$ cat src/rtl/tmr_pkg.sv
package tmr_pkg;
  localparam int BYTE_W = 8;
  localparam int CNT_W  = 2 * BYTE_W;
  localparam int MODE_W = 3;

  typedef enum logic [1:0] {
    ORD_LATCH = 2'b00,
    ORD_LO    = 2'b01,
    ORD_HI    = 2'b10,
    ORD_LOHI  = 2'b11
  } order_e;
endpackage

$ cat src/rtl/tmr_bus_decode.sv
module tmr_bus_decode #(
  parameter int ADDR_W = 2
) (
  input  logic              clk,
  input  logic              rst_n,
  input  logic              cs_n,
  input  logic              rd_n,
  input  logic              wr_n,
  input  logic [ADDR_W-1:0] addr,
  output logic              cw_stb,
  output logic              dw_stb,
  output logic              rd_done,
  output logic [ADDR_W-1:0] rd_sel,
  output logic              rd_act
);
  localparam logic [ADDR_W-1:0] CTRL_ADDR = '1;

  logic              wr_act;
  logic              wr_act_q, wr_act_d;
  logic              rd_act_q, rd_act_d;
  logic [ADDR_W-1:0] rd_sel_q, rd_sel_d;
  logic              wr_edge;

  always_comb begin
    wr_act   = !cs_n && !wr_n;
    rd_act   = !cs_n && !rd_n && (addr != CTRL_ADDR);
    wr_edge  = wr_act && !wr_act_q;
    cw_stb   = wr_edge && (addr == CTRL_ADDR);
    dw_stb   = wr_edge && (addr != CTRL_ADDR);
    rd_done  = rd_act_q && !rd_act;
    wr_act_d = wr_act;
    rd_act_d = rd_act;
    rd_sel_d = rd_act ? addr : rd_sel_q;
  end

  always_ff @(posedge clk or negedge rst_n) begin
    if (!rst_n) begin
      wr_act_q <= 1'b0;
      rd_act_q <= 1'b0;
      rd_sel_q <= '0;
    end else begin
      wr_act_q <= wr_act_d;
      rd_act_q <= rd_act_d;
      rd_sel_q <= rd_sel_d;
    end
  end

  assign rd_sel = rd_sel_q;

  // one write per strobe low period
  p_one_write_r1: assert property (@(posedge clk) disable iff (!rst_n)
    (cw_stb || dw_stb) |=> !(cw_stb || dw_stb));
endmodule

$ cat src/rtl/tmr_chan_regs.sv
module tmr_chan_regs
  import tmr_pkg::*;
(
  input  logic              clk,
  input  logic              rst_n,
  input  logic              cw_stb,
  input  logic              dw_stb,
  input  logic              rd_done,
  input  logic [BYTE_W-1:0] wr_data,
  input  logic [CNT_W-1:0]  count_in,
  output logic [MODE_W-1:0] mode,
  output logic              bcd,
  output logic              cfg_stb,
  output logic              load,
  output logic [CNT_W-1:0]  divisor,
  output logic [BYTE_W-1:0] rd_byte
);
  order_e              ord_q, ord_d;
  logic [MODE_W-1:0]   mode_q, mode_d;
  logic                bcd_q, bcd_d;
  logic                cfg_q, cfg_d;
  logic                load_q, load_d;
  logic [CNT_W-1:0]    div_q, div_d;
  logic                wr_hi_q, wr_hi_d;
  logic [BYTE_W-1:0]   lo_hold_q, lo_hold_d;
  logic                rd_hi_q, rd_hi_d;
  logic                snap_v_q, snap_v_d;
  logic [CNT_W-1:0]    snap_q, snap_d;
  logic                latch_cmd, cfg_cmd, last_rd, take_snap;
  logic [CNT_W-1:0]    rd_src;

  always_comb begin
    ord_d     = ord_q;
    mode_d    = mode_q;
    bcd_d     = bcd_q;
    cfg_d     = 1'b0;
    load_d    = 1'b0;
    div_d     = div_q;
    wr_hi_d   = wr_hi_q;
    lo_hold_d = lo_hold_q;
    rd_hi_d   = rd_hi_q;
    snap_v_d  = snap_v_q;
    snap_d    = snap_q;

    latch_cmd = cw_stb && (wr_data[5:4] == ORD_LATCH);
    cfg_cmd   = cw_stb && (wr_data[5:4] != ORD_LATCH);
    last_rd   = rd_done && ((ord_q != ORD_LOHI) || rd_hi_q);
    take_snap = latch_cmd && (!snap_v_q || last_rd);

    if (cfg_cmd) begin
      ord_d    = order_e'(wr_data[5:4]);
      mode_d   = wr_data[3:1];
      bcd_d    = wr_data[0];
      cfg_d    = 1'b1;
      wr_hi_d  = 1'b0;
      rd_hi_d  = 1'b0;
      snap_v_d = 1'b0;
    end else begin
      if (dw_stb) begin
        case (ord_q)
          ORD_LO: begin
            div_d  = {{BYTE_W{1'b0}}, wr_data};
            load_d = 1'b1;
          end
          ORD_HI: begin
            div_d  = {wr_data, {BYTE_W{1'b0}}};
            load_d = 1'b1;
          end
          ORD_LOHI: begin
            if (!wr_hi_q) begin
              lo_hold_d = wr_data;
              wr_hi_d   = 1'b1;
            end else begin
              div_d   = {wr_data, lo_hold_q};
              load_d  = 1'b1;
              wr_hi_d = 1'b0;
            end
          end
          default: ;
        endcase
      end
      if (rd_done && (ord_q == ORD_LOHI)) rd_hi_d = !rd_hi_q;
      if (last_rd) snap_v_d = 1'b0;
      if (take_snap) begin
        snap_v_d = 1'b1;
        snap_d   = count_in;
      end
    end
  end

  always_ff @(posedge clk or negedge rst_n) begin
    if (!rst_n) begin
      ord_q     <= ORD_LOHI;
      mode_q    <= '0;
      bcd_q     <= 1'b0;
      cfg_q     <= 1'b0;
      load_q    <= 1'b0;
      div_q     <= '0;
      wr_hi_q   <= 1'b0;
      lo_hold_q <= '0;
      rd_hi_q   <= 1'b0;
      snap_v_q  <= 1'b0;
      snap_q    <= '0;
    end else begin
      ord_q     <= ord_d;
      mode_q    <= mode_d;
      bcd_q     <= bcd_d;
      cfg_q     <= cfg_d;
      load_q    <= load_d;
      div_q     <= div_d;
      wr_hi_q   <= wr_hi_d;
      lo_hold_q <= lo_hold_d;
      rd_hi_q   <= rd_hi_d;
      snap_v_q  <= snap_v_d;
      snap_q    <= snap_d;
    end
  end

  always_comb begin
    rd_src = snap_v_q ? snap_q : count_in;
    case (ord_q)
      ORD_HI:   rd_byte = rd_src[CNT_W-1:BYTE_W];
      ORD_LOHI: rd_byte = rd_hi_q ? rd_src[CNT_W-1:BYTE_W] : rd_src[BYTE_W-1:0];
      default:  rd_byte = rd_src[BYTE_W-1:0];
    endcase
  end

  assign mode    = mode_q;
  assign bcd     = bcd_q;
  assign cfg_stb = cfg_q;
  assign load    = load_q;
  assign divisor = div_q;

  // load is a single-cycle pulse
  p_load_pulse_r3: assert property (@(posedge clk) disable iff (!rst_n)
    load_q |=> !load_q);
  // a two-byte load follows a held low byte
  p_lohi_order_r5: assert property (@(posedge clk) disable iff (!rst_n)
    (load_q && ord_q == ORD_LOHI) |-> $past(wr_hi_q));
  // configuring clears both byte pointers
  p_ptr_reset_r6: assert property (@(posedge clk) disable iff (!rst_n)
    cfg_q |-> (!wr_hi_q && !rd_hi_q));
  // the read pointer only advances in two-byte order
  p_rdptr_order_r8: assert property (@(posedge clk) disable iff (!rst_n)
    rd_hi_q |-> (ord_q == ORD_LOHI));
  // a pending snapshot holds still
  p_snap_hold_r7: assert property (@(posedge clk) disable iff (!rst_n)
    (snap_v_q && !rd_done && !cw_stb) |=> (snap_v_q && $stable(snap_q)));
endmodule

$ cat src/rtl/tmr_host_if.sv
module tmr_host_if
  import tmr_pkg::*;
#(
  parameter int NUM_CH = 3,
  parameter int ADDR_W = 2
) (
  input  logic                           clk,
  input  logic                           rst_n,
  input  logic                           cs_n,
  input  logic                           rd_n,
  input  logic                           wr_n,
  input  logic [ADDR_W-1:0]              addr,
  input  logic [BYTE_W-1:0]              d_in,
  output logic [BYTE_W-1:0]              d_out,
  output logic                           d_oe,
  input  logic [NUM_CH-1:0][CNT_W-1:0]   ch_count_i,
  output logic [NUM_CH-1:0]              ch_load_o,
  output logic [NUM_CH-1:0][CNT_W-1:0]   ch_div_o,
  output logic [NUM_CH-1:0][MODE_W-1:0]  ch_mode_o,
  output logic [NUM_CH-1:0]              ch_bcd_o,
  output logic [NUM_CH-1:0]              ch_cfg_o
);
  localparam int SEL_LO = BYTE_W - ADDR_W;

  logic                                cw_stb, dw_stb, rd_done, rd_act;
  logic [ADDR_W-1:0]                   rd_sel;
  logic [NUM_CH-1:0][BYTE_W-1:0]       rd_byte;

  tmr_bus_decode #(.ADDR_W(ADDR_W)) u_dec (
    .clk     (clk),
    .rst_n   (rst_n),
    .cs_n    (cs_n),
    .rd_n    (rd_n),
    .wr_n    (wr_n),
    .addr    (addr),
    .cw_stb  (cw_stb),
    .dw_stb  (dw_stb),
    .rd_done (rd_done),
    .rd_sel  (rd_sel),
    .rd_act  (rd_act)
  );

  for (genvar g = 0; g < NUM_CH; g++) begin : g_ch
    logic ch_cw, ch_dw, ch_rd;
    assign ch_cw = cw_stb  && (d_in[BYTE_W-1:SEL_LO] == ADDR_W'(g));
    assign ch_dw = dw_stb  && (addr == ADDR_W'(g));
    assign ch_rd = rd_done && (rd_sel == ADDR_W'(g));

    tmr_chan_regs u_regs (
      .clk      (clk),
      .rst_n    (rst_n),
      .cw_stb   (ch_cw),
      .dw_stb   (ch_dw),
      .rd_done  (ch_rd),
      .wr_data  (d_in),
      .count_in (ch_count_i[g]),
      .mode     (ch_mode_o[g]),
      .bcd      (ch_bcd_o[g]),
      .cfg_stb  (ch_cfg_o[g]),
      .load     (ch_load_o[g]),
      .divisor  (ch_div_o[g]),
      .rd_byte  (rd_byte[g])
    );
  end

  always_comb begin
    d_out = '0;
    for (int i = 0; i < NUM_CH; i++) begin
      if (rd_act && (addr == ADDR_W'(i))) d_out = rd_byte[i];
    end
  end

  assign d_oe = rd_act;

  // bus quiet unless chip selected and read strobed
  p_bus_quiet_r10: assert property (@(posedge clk) disable iff (!rst_n)
    (cs_n || rd_n) |-> (!d_oe && d_out == '0));
  // only one channel configures per control byte
  p_cfg_single_r2: assert property (@(posedge clk) disable iff (!rst_n)
    $onehot0(ch_cfg_o));
endmodule

$ cat config.mk
export PLATFORM = sky130hd
export DESIGN_NAME = tmr_host_if
export DESIGN_NICKNAME = d
export VERILOG_FILES = /design/src/rtl/tmr_pkg.sv /design/src/rtl/tmr_bus_decode.sv /design/src/rtl/tmr_chan_regs.sv /design/src/rtl/tmr_host_if.sv
export SDC_FILE = /design/constraint.sdc
export NUM_CORES = 1
export LEC_CHECK = 0
export ABC_AREA = 1
export BUFFER_PORTS_ARGS = -buffer_cell sky130_fd_sc_hd__buf_4
export CORE_MARGIN = 5
export CORE_UTILIZATION = 59
export CTS_BUF_LIST = sky130_fd_sc_hd__clkbuf_4 sky130_fd_sc_hd__clkbuf_8 sky130_fd_sc_hd__clkbuf_16
export DETAILED_ROUTE_END_ITERATION = 16
export MAX_ROUTING_LAYER = met4
export PLACE_DENSITY = 0.8
export SYNTH_ARGS = -nofsm -noshare
export SYNTH_HDL_FRONTEND = slang
export SYNTH_SLANG_ARGS = --single-unit
$ cat constraint.sdc
create_clock -name clk -period 2.9 [get_ports clk]
set_input_delay 0.58 -clock clk [delete_from_list [all_inputs] [get_ports clk]]
set_output_delay 0.58 -clock clk [all_outputs]
set_load 0.005 [all_outputs]
==> impl_metrics.csv <==
group,metric,value,unit
outcome,status,"finished, final reports clean",
layout,layout-drive-gt1-share,20.9,%
run,drv_cap,0,
power,power_leakage,5.05,nW
global_routing,grt_pass1_vias,6442,
logic_synthesis,synth_area_leaders,"dfrtp_1 49%, nand2_1 19%, o21ai_0 8.3%",
timing,skew,6.50,ps
detailed_routing,num_vias,6913,
timing,max_slew_margin,42.0,%
clocking,clk_transition_reported_paths,60,ps
logic_synthesis,synth_edf_count,0,
logic_synthesis,synth-compound-area-share,12.1,%
logic_synthesis,mappedNetlistArea,7650,µm²
clocking,clock-root-buffer,"clkbuf_16",
logic_synthesis,syn_nets,1040,
clocking,cts_made_buffers,17,
layout,final_net_count,1170,
clocking,clkLatencyLatePin,420,ps
setup_path,required,2320,ps
power,power_density,610,nW/µm²
floorplanning,start_util,60.4,%
layout,num_antenna_cells,0,
setup_path,start_kind,"flop",
detailed_routing,wl_per_cell,15.8,µm
setup_path,ff2ff_path_depth,6,
layout,synthToLayoutAreaGrowth,23.5,%
timing,fin_crit_sh,95.6,%
detailed_routing,detail_route.first_pass.iterations,5,
clocking,h-tree-depth,4,
power,clockPowerShare,38.5,%
logic_synthesis,synthMostInstantiatedCell,"nand2_1",
power,comb_power_share,17.4,%
detailed_routing,drt_wl_total,20300,µm
detailed_routing,viasPerCell,5.39,
floorplanning,die_h,124,µm
clocking,clock_sinks,157,
setup_path,crit_type,"flop to primary output",
timing,hold_violations,0,
timing,rsz0062_at_grt,"no",
logic_synthesis,ys_ff_latch,157,
logic_synthesis,syn_inst,968,
logic_synthesis,synthArstFlopShare,100,%
layout,utilization,74.6,%
global_routing,grt_first_pass_wirelength,32600,µm
timing,setup_viol,0,
floorplanning,dieArea,15400,µm²
logic_synthesis,synth_mux_area_share,0,%
timing,drv_slew,0,
place,gp_congestion,0.953,
power,vdd_drop_max,0.459,mV
global_routing,grt_max_degree,67,
setup_path,r2r_setup_slack,640,ps
power,switching_share,27.7,%
logic_synthesis,yosys.area_share.xor_xnor,0,%
global_routing,grt_usage,28.3,%
floorplanning,die_w,124,µm
global_routing,overflow,0,
logic_synthesis,yosys.area_share.simple,27.6,%
detailed_routing,drc,0,
setup_path,worst_ep_arrival_time,2190,ps
setup_path,r2r_start,"g_ch[2].u_regs.ord_q[1]",
place,place_hpwl,14100,µm
timing,fin_ws,129,ps
detailed_routing,ant_nets,0,
global_routing,grt_antenna_before_repair,0,
logic_synthesis,ys.flop_type,"dfrtp_1",
logic_synthesis,synth_top_family_by_area,"simple AND/OR/NAND/NOR gates",
floorplanning,ios,138,
logic_synthesis,synth_common_cells,"390 x nand2_1, 151 x dfrtp_1, 127 x o21ai_0",
logic_synthesis,yosysWarningCount,0,
power,internal_power,4.17,mW
logic_synthesis,yosys.area_share.adder,1.47,%
detailed_routing,first_iter_violations,710,
clocking,cts_tree,"built",
clocking,clockBufferDepth,2,
timing,fmax,361,MHz
floorplanning,core.rowCount,41,
worst_hold_path,hp-class,"input port to async pin",
setup_path,path_max_fanout,8,
timing,finalSetupTns,0,ps
logic_synthesis,ys_types,32,
power,p_seq_share,44.1,%
setup_path,rr_endpoint,"g_ch[2].u_regs.divisor[3]",
clocking,ctsHoldBuffers,0,
logic_synthesis,yosys.area.top_type,"dfrtp_1",
floorplanning,coreArea,12700,µm²
timing,min_period,2770,ps
place,dp_slack,281,ps
power,power.total,5.77,mW
setup_path,crit_path_end_kind,"primary output",
timing,tightest_slew,868,ps
logic_synthesis,yosysSeqAreaShare,51.4,%
place,port-buffer-count,137,
logic_synthesis,avgSynthCellArea,7.91,µm²
power,p_sw,1.60,mW
logic_synthesis,synth_top_area_share,49.4,%
[metrics by stage]
stage	hold slack, ps	area [µm²]	cells
final	164	9450	1283
after global routing	193	9450	1283
after CTS	173	9420	1280
after detailed placement	459	8810	1248
after global placement	454	8810	1248
after floorplan	284	7650	968
[cells by family (layout without fill, tap and decap cells)]
group                      Yosys count  in the layout
adders and majority gates            9              9
buffers and inverters              128            271
DFF                                157            157
AOI/OAI and AO/OA                  172            172
and+or+nand+nor                    502            502
[timing repair]
item	CTS	global route
buffers inserted	0	3
setup endpoints to repair	8	8
gates resized for setup	3	4
pin swaps	0	1
cloned	0	0
[per-layer routing]
| metal | global-route usage (%) | share of wire (%) |
|---|---|---|
| met1 | 39.7 | 44 |
| met2 | 43.1 | 48 |
| met3 | 5.54 | 7.2 |
| met4 | 6.91 | 1.1 |
| met5 | - | 0 |
[power groups by stage]
stage	Sequential (mW)	Combinational, mW	Clock, mW
detailed placement	2.58	0.979	0
CTS	2.54	0.994	2.24
floorplan	2.55	0.493	0
global route	2.57	1.13	2.35
global placement	2.57	0.957	0
finish	2.54	1.01	2.22
[worst max-delay path: stages (launching register included)]
cell and delay (ps):
dfstp_2 560, ha_1 230, nor2_4 80, buf_4 140
nor2_2 310, nand2_1 90, nand2_1 80, nand2_1 50
nand3_1 100, buf_4 120
[cell usage in the layout (no fill, tap or decap), types with 2 or more instances in the layout]
cell type   count
nor2_1         20
inv_2           5
inv_1          71
o21ai_1         7
nor3_4          3
clkinvlp_4      4
nand2_4         2
ha_1            8
nand4_2         2
o21ai_0       127
buf_4         159
nand2_1       387
dfrtp_1       151
inv_6           3
clkbuf_8        2
buf_12          2
bufinv_16       2
nor2_2          5
nand2_2         8
a21oi_1        11
a22oi_1        24
nand4_1         5
dfstp_2         6
clkinv_2        2
nand3_1        63
nor2_4          2
clkbuf_16      17
[worst max-delay path by stage]
stage          slack [ps]                    start  cells past startpoint  endpoint
6_report              130  g_ch[2].u_regs.ord_q[1]                      9  d_out[7]
2_1_floorplan         710  g_ch[0].u_regs.ord_q[0]                      9  d_out[0]
3_3_place_gp          340  g_ch[2].u_regs.ord_q[0]                     10  d_out[7]
4_1_cts                50  g_ch[2].u_regs.ord_q[1]                      8  d_out[1]
3_5_place_dp          280  g_ch[2].u_regs.ord_q[0]                     10  d_out[7]
5_1_grt                 2  g_ch[2].u_regs.ord_q[1]                      9  d_out[7]
[sequential cells by signal, indices dropped and copies added, names as in the netlist]
signal,flops
g_ch.u_regs.snap_q,48
u_dec.rd_sel,2
g_ch.u_regs.divisor,48
g_ch.u_regs.wr_hi_q,3
g_ch.u_regs.ord_q,6
u_dec.wr_act_q,1
g_ch.u_regs.bcd,3
g_ch.u_regs.cfg_stb,3
g_ch.u_regs.rd_hi_q,3
g_ch.u_regs.lo_hold_q,24
g_ch.u_regs.mode,9
g_ch.u_regs.snap_v_q,3
g_ch.u_regs.load,3
u_dec.rd_act_q,1
[layout make-up]
type	instances	area, µm²
Sequential cell	157	3940
Fill cell	948	3220
Multi-Input combinational cell	683	3170
Timing Repair Buffer	162	1240
Clock buffer	20	460
Inverter	77	289
Tap cell	172	215
Clock inverter	12	135
Note: power is estimated with default switching activity, not from simulation.
